--- src/rtl/nrzi45_pkg.sv ---
package nrzi45_pkg;

  localparam int NIB_W  = 4;
  localparam int GRP_W  = 5;
  localparam int PAIR_W = 2 * GRP_W;
  localparam int KIND_W = 3;
  localparam int NIB_N  = 1 << NIB_W;

  typedef enum logic [KIND_W-1:0] {
    SYM_DATA = 3'd0,
    SYM_J    = 3'd1,
    SYM_K    = 3'd2,
    SYM_T    = 3'd3,
    SYM_R    = 3'd4,
    SYM_BRK  = 3'd5
  } symKind_e;

  localparam logic [GRP_W-1:0] GRP_J   = 5'b11000;
  localparam logic [GRP_W-1:0] GRP_K   = 5'b10001;
  localparam logic [GRP_W-1:0] GRP_T   = 5'b01101;
  localparam logic [GRP_W-1:0] GRP_R   = 5'b00111;
  localparam logic [GRP_W-1:0] GRP_BRK = 5'b11111;

  // strobes from control to datapath
  typedef struct packed {
    logic txLoad;
    logic rxAlignNow;
    logic rxGroupDone;
  } ctrlStrobe_t;

  // status from datapath to control
  typedef struct packed {
    logic jkSeen;
    logic breakNow;
  } rxStatus_t;

  typedef struct packed {
    logic             ok;
    symKind_e         kind;
    logic [NIB_W-1:0] nib;
  } groupInfo_t;

  function automatic logic [GRP_W-1:0] dataGroup(input logic [NIB_W-1:0] nib);
    logic [GRP_W-1:0] g;
    case (nib)
      4'h0: g = 5'b11110;
      4'h1: g = 5'b01001;
      4'h2: g = 5'b10100;
      4'h3: g = 5'b10101;
      4'h4: g = 5'b01010;
      4'h5: g = 5'b01011;
      4'h6: g = 5'b01110;
      4'h7: g = 5'b01111;
      4'h8: g = 5'b10010;
      4'h9: g = 5'b10011;
      4'hA: g = 5'b10110;
      4'hB: g = 5'b10111;
      4'hC: g = 5'b11010;
      4'hD: g = 5'b11011;
      4'hE: g = 5'b11100;
      default: g = 5'b11101;
    endcase
    return g;
  endfunction

  function automatic logic [GRP_W-1:0] encodeSym(input logic [KIND_W-1:0] kind,
                                                 input logic [NIB_W-1:0] nib);
    logic [GRP_W-1:0] g;
    case (kind)
      SYM_DATA: g = dataGroup(nib);
      SYM_J:    g = GRP_J;
      SYM_K:    g = GRP_K;
      SYM_T:    g = GRP_T;
      SYM_R:    g = GRP_R;
      default:  g = GRP_BRK;
    endcase
    return g;
  endfunction

  function automatic groupInfo_t decodeGroup(input logic [GRP_W-1:0] grp);
    groupInfo_t info;
    info.ok   = 1'b0;
    info.kind = SYM_DATA;
    info.nib  = '0;
    for (int i = 0; i < NIB_N; i++) begin
      if (dataGroup(NIB_W'(i)) == grp) begin
        info.ok  = 1'b1;
        info.nib = NIB_W'(i);
      end
    end
    case (grp)
      GRP_J: begin info.ok = 1'b1; info.kind = SYM_J; end
      GRP_K: begin info.ok = 1'b1; info.kind = SYM_K; end
      GRP_T: begin info.ok = 1'b1; info.kind = SYM_T; end
      GRP_R: begin info.ok = 1'b1; info.kind = SYM_R; end
      default: ;
    endcase
    return info;
  endfunction

endpackage

--- src/rtl/nrzi45_control.sv ---
module nrzi45_control
  import nrzi45_pkg::*;
(
  input  logic        clk,
  input  logic        rst,
  input  rxStatus_t   status,
  output ctrlStrobe_t strobe
);

  localparam int SLOT_W = $clog2(GRP_W);
  localparam logic [SLOT_W-1:0] SLOT_LAST = SLOT_W'(GRP_W - 1);

  logic [SLOT_W-1:0] txSlot;
  logic [SLOT_W-1:0] rxPhase;
  logic              aligned;

  // transmit slot counter: one symbol every GRP_W clocks
  always_ff @(posedge clk) begin
    if (rst) begin
      txSlot <= '0;
    end else if (txSlot == SLOT_LAST) begin
      txSlot <= '0;
    end else begin
      txSlot <= txSlot + 1'b1;
    end
  end

  // receive alignment: J K pair wins, a break drops lock
  always_ff @(posedge clk) begin
    if (rst) begin
      aligned <= 1'b0;
      rxPhase <= '0;
    end else if (status.jkSeen) begin
      aligned <= 1'b1;
      rxPhase <= '0;
    end else if (status.breakNow) begin
      aligned <= 1'b0;
      rxPhase <= '0;
    end else if (aligned) begin
      rxPhase <= (rxPhase == SLOT_LAST) ? '0 : rxPhase + 1'b1;
    end
  end

  always_comb begin
    strobe.txLoad      = (txSlot == '0);
    strobe.rxAlignNow  = status.jkSeen;
    strobe.rxGroupDone = aligned && (rxPhase == SLOT_LAST) &&
                         !status.jkSeen && !status.breakNow;
  end


  tx_slot_single_chk: assert property (@(posedge clk) disable iff (rst)
    strobe.txLoad |=> !strobe.txLoad);


  align_source_chk: assert property (@(posedge clk) disable iff (rst)
    $rose(aligned) |-> $past(status.jkSeen));


  break_unlock_chk: assert property (@(posedge clk) disable iff (rst)
    (status.breakNow && !status.jkSeen) |=> !aligned);

endmodule

--- src/rtl/nrzi45_datapath.sv ---
module nrzi45_datapath
  import nrzi45_pkg::*;
#(
  parameter int BREAK_RUN = 32
) (
  input  logic              clk,
  input  logic              rst,
  input  ctrlStrobe_t       strobe,
  output rxStatus_t         status,
  input  logic [KIND_W-1:0] txKind,
  input  logic [NIB_W-1:0]  txData,
  output logic              lineOut,
  input  logic              lineIn,
  output logic              rxValid,
  output logic [KIND_W-1:0] rxKind,
  output logic [NIB_W-1:0]  rxData,
  output logic              codeError,
  output logic              hardReset
);

  localparam int RUN_W = $clog2(BREAK_RUN + 1);
  localparam logic [RUN_W-1:0]  RUN_MAX  = RUN_W'(BREAK_RUN);
  localparam logic [RUN_W-1:0]  RUN_TRIP = RUN_W'(BREAK_RUN - 1);
  localparam logic [PAIR_W-1:0] SOF_PAIR = {GRP_J, GRP_K};

  // ---------------- transmit ----------------
  logic [GRP_W-1:0] txGroup;
  logic [GRP_W-2:0] txRest;

  assign txGroup = encodeSym(txKind, txData);

  always_ff @(posedge clk) begin
    if (rst) begin
      lineOut <= 1'b0;
      txRest  <= '0;
    end else if (strobe.txLoad) begin
      lineOut <= lineOut ^ txGroup[GRP_W-1];
      txRest  <= txGroup[GRP_W-2:0];
    end else begin
      lineOut <= lineOut ^ txRest[GRP_W-2];
      txRest  <= {txRest[GRP_W-3:0], 1'b0};
    end
  end

  // ---------------- receive ----------------
  logic              prevLevel;
  logic              rxBit;
  logic [PAIR_W-2:0] rxHist;
  logic [PAIR_W-1:0] rxWin;
  logic [RUN_W-1:0]  onesRun;
  groupInfo_t        grpInfo;

  assign rxBit   = lineIn ^ prevLevel;
  assign rxWin   = {rxHist, rxBit};
  assign grpInfo = decodeGroup(rxWin[GRP_W-1:0]);

  always_comb begin
    status.jkSeen   = (rxWin == SOF_PAIR);
    status.breakNow = rxBit && (onesRun >= RUN_TRIP);
  end

  always_ff @(posedge clk) begin
    if (rst) begin
      prevLevel <= 1'b0;
      rxHist    <= '0;
      onesRun   <= '0;
      hardReset <= 1'b0;
    end else begin
      prevLevel <= lineIn;
      rxHist    <= rxWin[PAIR_W-2:0];
      if (!rxBit) begin
        onesRun <= '0;
      end else if (onesRun != RUN_MAX) begin
        onesRun <= onesRun + 1'b1;
      end
      hardReset <= status.breakNow;
    end
  end

  always_ff @(posedge clk) begin
    if (rst) begin
      rxValid   <= 1'b0;
      rxKind    <= '0;
      rxData    <= '0;
      codeError <= 1'b0;
    end else begin
      rxValid   <= 1'b0;
      rxKind    <= '0;
      rxData    <= '0;
      codeError <= 1'b0;
      if (strobe.rxAlignNow) begin
        rxValid <= 1'b1;
        rxKind  <= SYM_K;
      end else if (strobe.rxGroupDone) begin
        if (grpInfo.ok) begin
          rxValid <= 1'b1;
          rxKind  <= grpInfo.kind;
          rxData  <= (grpInfo.kind == SYM_DATA) ? grpInfo.nib : '0;
        end else begin
          codeError <= 1'b1;
        end
      end
    end
  end


  error_excl_chk: assert property (@(posedge clk) disable iff (rst)
    codeError |-> !rxValid);


  reset_needs_one_chk: assert property (@(posedge clk) disable iff (rst)
    hardReset |-> $past(rxBit));


  reset_quiet_chk: assert property (@(posedge clk) disable iff (rst)
    $rose(hardReset) |=> !rxValid);


  idle_fields_chk: assert property (@(posedge clk) disable iff (rst)
    !rxValid |-> (rxKind == '0 && rxData == '0));

endmodule

--- src/rtl/nrzi45_codec.sv ---
module nrzi45_codec
  import nrzi45_pkg::*;
#(
  parameter int BREAK_RUN = 32
) (
  input  logic       clk,
  input  logic       rst,
  input  logic [2:0] txKind,
  input  logic [3:0] txData,
  output logic       txTake,
  output logic       lineOut,
  input  logic       lineIn,
  output logic       rxValid,
  output logic [2:0] rxKind,
  output logic [3:0] rxData,
  output logic       codeError,
  output logic       hardReset
);

  ctrlStrobe_t strobe;
  rxStatus_t   status;

  nrzi45_control u_ctrl (
    .clk    (clk),
    .rst    (rst),
    .status (status),
    .strobe (strobe)
  );

  nrzi45_datapath #(.BREAK_RUN(BREAK_RUN)) u_dp (
    .clk       (clk),
    .rst       (rst),
    .strobe    (strobe),
    .status    (status),
    .txKind    (txKind),
    .txData    (txData),
    .lineOut   (lineOut),
    .lineIn    (lineIn),
    .rxValid   (rxValid),
    .rxKind    (rxKind),
    .rxData    (rxData),
    .codeError (codeError),
    .hardReset (hardReset)
  );

  assign txTake = strobe.txLoad;

endmodule

--- config.mk ---
export PLATFORM = sky130hd
export DESIGN_NAME = nrzi45_codec
export DESIGN_NICKNAME = d
export VERILOG_FILES = /design/src/rtl/nrzi45_pkg.sv /design/src/rtl/nrzi45_control.sv /design/src/rtl/nrzi45_datapath.sv /design/src/rtl/nrzi45_codec.sv
export SDC_FILE = /design/constraint.sdc
export NUM_CORES = 1
export LEC_CHECK = 0
export ABC_AREA = 1
export BUFFER_PORTS_ARGS = -buffer_cell sky130_fd_sc_hd__buf_2
export CAP_MARGIN = 20
export CORE_ASPECT_RATIO = 1.2
export CORE_MARGIN = 2
export CORE_UTILIZATION = 56
export DETAILED_ROUTE_END_ITERATION = 8
export GPL_TIMING_DRIVEN = 0
export MAX_ROUTING_LAYER = met4
export PLACE_DENSITY = 0.78
export SETUP_SLACK_MARGIN = 0.02
export SLEW_MARGIN = 20
export SYNTH_ARGS = -nofsm -noshare
export SYNTH_HDL_FRONTEND = slang
export SYNTH_SLANG_ARGS = --single-unit
--- constraint.sdc ---
create_clock -name clk -period 1.7 [get_ports clk]
set_input_delay 0.34 -clock clk [delete_from_list [all_inputs] [get_ports clk]]
set_output_delay 0.34 -clock clk [all_outputs]
set_load 0.02 [all_outputs]
Word level (Yosys, flattened, before mapping). Memory sizes are Yosys's and may differ from the RTL's. Index checks and enable logic that the tools add are counted.

Add/sub/neg operators: 3. Multipliers: 0. Div/mod/pow operators: 0. Order comparisons: 1. Eq/ne operators: 28. Shifts and indexed selects: 0. Mux-type cells: 45. Bitwise gates (word level): 8. Reduce and logical (&&, ||, !) cells: 17.

Operators with widths (number): 5-bit == test, first input constant (11); 4-bit two-way mux (9); 4-bit by 5-bit == test with 1-bit output, first input constant (5); 5-bit one-hot mux with 5 select lines (1); 1-bit two-way mux (24); 4-bit one-hot mux with 4 select lines (1); 3-bit two-way mux (5); 10-bit == test, second input constant (1); 5-bit == test, second input constant (2); 2-bit two-way mux (5); 3-bit == test, second input constant (3); 3-bit zero test (3); 3-bit by 1-bit adder with 3-bit output, second input constant (2); 6-bit by 1-bit adder with 6-bit output, second input constant (1); 3-bit by 2-bit == test with 1-bit output, second input constant (2); 6-bit by 5-bit >= comparator with 1-bit output, second input constant (1); 6-bit != test, second input constant (1); 2-bit OR reduction (3); 3-bit OR reduction (2); 5-bit by 3-bit == test with 1-bit output, second input constant (1); 5-bit by 4-bit == test with 1-bit output, second input constant (1); 1-bit inverter (5); 5-bit OR reduction (1); 1-bit logical AND (4); other kinds (5) (8).

Flip-flop bits (word level): 38. Latch bits: 0. Bits in writable memories: 0. Memory bits (read-only): 80. Bits of input ports: 10. Logic and storage cells: 118. Memories: 1.

Memories: (no name shown) (depth 16, bits a word 5, read ports 1, clocked after Yosys merged registers in 0, write ports 0, RTL line nrzi45_pkg.sv:45) `case (nib)`.

Depth between registers and ports, before layout.
Word-level depth: 22. Depth in mapped cells: 11.

Modules after synthesis. Synthesis repeated with hierarchy kept, for this count alone.

Cell total of the unflattened synthesis: 232. Area total of the unflattened synthesis: 1726.7 um^2.

Modules (own cells, without submodules): nrzi45_datapath (times used 1, cells each 185, area each 1386.3 um^2, sequential area each 620.6 um^2); nrzi45_control (times used 1, cells each 47, area each 340.3 um^2, sequential area each 140.1 um^2).

Least setup slack after synthesis. Ideal clock, no wire load.

Path kind: flip-flop to flip-flop. Start: reg u_ctrl.txSlot[0]. End: reg u_dp.lineOut. Setup time: 0.113 ns. Data arrival time: 1.376 ns. Required time: 1.587 ns. Slack: 0.211 ns. Stages on the path, launching flop included: 12. Period minus slack after synthesis: 1.489 ns. Cells stage by stage: dfxtp_1 inv_1 ha_1 inv_1 nor2_2 inv_1 nand2_1 o21ai_0 a21oi_1 nand2_1 nand2_1 nor2_1.

Longest elaborated chain between the ends: 2.

Ends and longest elaborated chain: from (decl) (RTL line nrzi45_control.sv:13) `logic [SLOT_W-1:0] txSlot;`; from (signal assigned) (RTL line nrzi45_control.sv:24) `txSlot <= txSlot + 1'b1;`; 3-bit zero test (RTL line nrzi45_control.sv:45) `strobe.txLoad = (txSlot == '0);`; via txTake (RTL line nrzi45_codec.sv:10) `output logic txTake,`; 1-bit two-way mux (RTL line nrzi45_datapath.sv:36) `end else if (strobe.txLoad) begin`; to (signal assigned) (RTL line nrzi45_datapath.sv:37) `lineOut <= lineOut ^ txGroup[GRP_W-1];`; to (signal assigned) (RTL line nrzi45_datapath.sv:40) `lineOut <= lineOut ^ txRest[GRP_W-2];`; to (decl) (RTL line nrzi45_datapath.sv:12) `output logic lineOut,`.

The timed path passes the listed nets, and every way through them passes these cells. A chain may end at the register's enable or synchronous reset.

Worst setup path after layout.
Start: reg u_ctrl.txSlot[0]. End: out txTake.

Longest elaborated chain between the ends: 1.

Ends and longest elaborated chain (RTL line): 3-bit zero test (nrzi45_control.sv:45); to (decl) (nrzi45_codec.sv:10).

Every way passes these cells.

==> out/results.ini <==
[place]
dp_slack_ns=0.1560
io_buffers=21
hpwlAfterDp_um=2289
place_congestion=0.8888
place_inst=288
dpl_cell_area_um2=1877

[layout]
nFillCells=276
multiInputGateArea_um2=824.5
regArea_um2=762.0
area_delta_synth_final_pct=14.64
stdcell_count=298
fin_nets=277
stdcell_area_um2=1979
num_antenna_cells=0
drive_above_1_share=0.1679

[pwr]
seqPwrFrac=0.542
total_power_mw=1.751
p_int_mw=1.325
p_per_area_nw_per_um2=884.4
p_sw_frac=0.2431
power_frac_comb=0.124
leakagePower_nw=0.9132
clockPowerShare=0.335
ir_drop_mv=0.6330
p_sw_uw=425.7

[worst_setup_path]
arrival_ns=1.29
crit_type=reg2out
crit_path_max_fanout=8
startpoint_type=register
path_cells=inv_1, ha_1, inv_1, nor2_4, buf_6
end_kind=primary output
critPathMaxStageDelay_ns=0.34
crit_slowest_cell=dfxtp_1
required_ns=1.36
cpMostUsedCell=inv_1

[global_routing]
track_usage=0.2100
antenna_found_initial=0
overflow=0
grt_max_degree=12
grt_pass1_vias=1367
grt_pass1_wl_um=5388

[clock_network]
holdBufCountCts=0
cts_root_buffer=clkbuf_4
cts.sinks=38
htreeDepth=2
insertion_delay_ns=0.34
clk_pin_slew_worst_paths_ns=0.10
cts_tree=built
ctsLongestPathBuffers=2
numCtsBuffers=5

[synthesis]
syn_nets=247
synth-seq-cells=38
ys.flop_type=dfxtp_1
synth_edf_count=0
synthArstFlopShare=0
ys_types=32
yosys_warnings=0
avgSynthCellArea_um2=7.475
netlist_area_um2=1727
syn_inst=231
ys_seq_area_frac=0.4406

[die]
die_area_um2=3545
die_x_um=54.69
io_pins=22
placementRows=22
fp.dieH_um=64.83
coreArea_um2=3000
start_util=0.5755

[drt]
first_pass_iters=5
wl_per_cell_um=9.990
met3_length_um=116
final_antenna_net_count=0
top_layer=met4
wl_um=2977
via_count=1486
drcViolationCount=0
viasPerCell=4.987
dr.first_iter.drc_count=36
wl_met2_um=1471
met1Wirelength_um=1340

[timing]
setup_viol=0
rsz0062_at_grt=yes
tightest_slew_ns=0.5977
fmax_ghz=0.6121
max-slew-margin-rel=0.5979
fin_ws_ns=0.06619
period_share=0.9611
layout_min_cycle_time_ns=1.634
fin_tns_setup_ns=0
finClkSkew_ns=0.009929
final-hold-violation-count=0
slew_viol_final=0

[run_status]
status=completed

[flow_run]
cap_violations=0

[worst_hold_path]
hp-class=in2reg

==> metal layers <==
metal	vias to the layer above	GRT usage
met2	26	0.3348
li1	796	-
met4	0	0.1000
met1	660	0.2413
met3	4	0.04839
met5	-	-
==> Yosys cell counts (2+ instances only) <==
cell	count	area, µm²
a31oi_1	2	12.51
inv_2	2	7.510
dfxtp_1	38	760.7
nor3_1	7	35.03
nor2_4	2	22.52
o211ai_1	2	15.01
xor2_1	2	17.52
o21ai_0	10	50.05
nor2_1	44	165.2
a21oi_1	10	50.05
nand3_1	12	60.06
xnor2_1	2	17.52
nand2_1	36	135.1
nand4_1	3	18.77
inv_1	34	127.6
ha_1	6	75.07
nand3_2	2	20.02
nand2_2	3	18.77
==> cell usage in the layout, fill, tap and decap left out, drive strengths merged <==
cell type and count:
bufinv 1, o21ai 10, xnor2 2, nand2 40, nand3b 1, nand3 15, o21a 1, xor2 2
a211oi 1, a41oi 1, ha 6, inv 36, o211ai 2, o211a 1, nor2 47, nor4 1
clkbuf 8, buf 24, nor3 7, a21oi 11, dfxtp 38, a31oi 2, nand4 3, o21bai 1
a21boi 1
==> per-stage QoR <==
stage            util  hold WS [ns]
6_report       0.6597        0.2280
5_1_grt        0.6597        0.2301
4_1_cts        0.6522        0.2198
3_5_place_dp   0.6255        0.4241
3_3_place_gp   0.6255        0.4152
2_1_floorplan       -        0.4036
==> registers in the layout, indices dropped and copies added (netlist names), 3 cells and up <==
signal	count
u_ctrl.txSlot	3
u_dp.rxData	4
u_ctrl.rxPhase	3
u_dp.rxHist	9
u_dp.onesRun	6
u_dp.txRest	4
u_dp.rxKind	3
==> path summary, 6_finish.rpt <==
kind                            slack (ns)  cells after the start             start              to
worst max-delay path                  0.07                      5  u_ctrl.txSlot[0]          txTake
worst min-delay path                  0.23                      2               rst  u_dp.txRest[0]
worst max register to register        0.19                     11  u_ctrl.txSlot[0]    u_dp.lineOut
worst min register to register        0.44                      2    u_dp.rxHist[4]  u_dp.rxHist[5]
==> timing repair <==
item,CTS,global route
pin swaps,0,2
setup buffers,0,2
hold endpoints to repair,0,0
endpoints found under the setup margin,1,3
resized for setup,1,3
==> kinds of logic (layout without fill, tap and decap cells) <==
| kind of cell | after synthesis | after routing | share of synthesized area |
|---|---|---|---|
| AO/OA/AOI/OAI | 31 | 31 | 0.1073 |
| XOR/XNOR | 4 | 4 | 0.02029 |
| adder cells (fa/ha/maj) | 6 | 6 | 0.04348 |
| buffers and inverters | 38 | 69 | 0.08478 |
| flip-flops | 38 | 38 | 0.4406 |
| AND/OR/NAND/NOR | 114 | 114 | 0.3036 |
==> final cells by class <==
type                            instances  share of cell area
Buffer                                  2            0.005689
Clock buffer                            7             0.02276
Clock inverter                          1             0.01517
Inverter                               36             0.06827
Multi-Input combinational cell        155              0.4166
Sequential cell                        38              0.3850
Tap cell                               36             0.02276
Timing Repair Buffer                   23             0.06384
==> critical path, delay by kind of cell, from the launching register on <==
kind,cells,cell delay [ns]
flops,1,0.34
buf+inv,3,0.28
simple gates,1,0.20
fa+ha+maj,1,0.15
==> power groups by stage <==
stage	clock network [mW]	logic (mW)	registers [mW]
after floorplan	0	0.134	0.970
after global placement	0	0.189	0.967
after detailed placement	0	0.193	0.968
after CTS	0.602	0.198	0.948
after global routing	0.639	0.250	0.954
final	0.586	0.217	0.948
(Power assumes the default switching activity.)
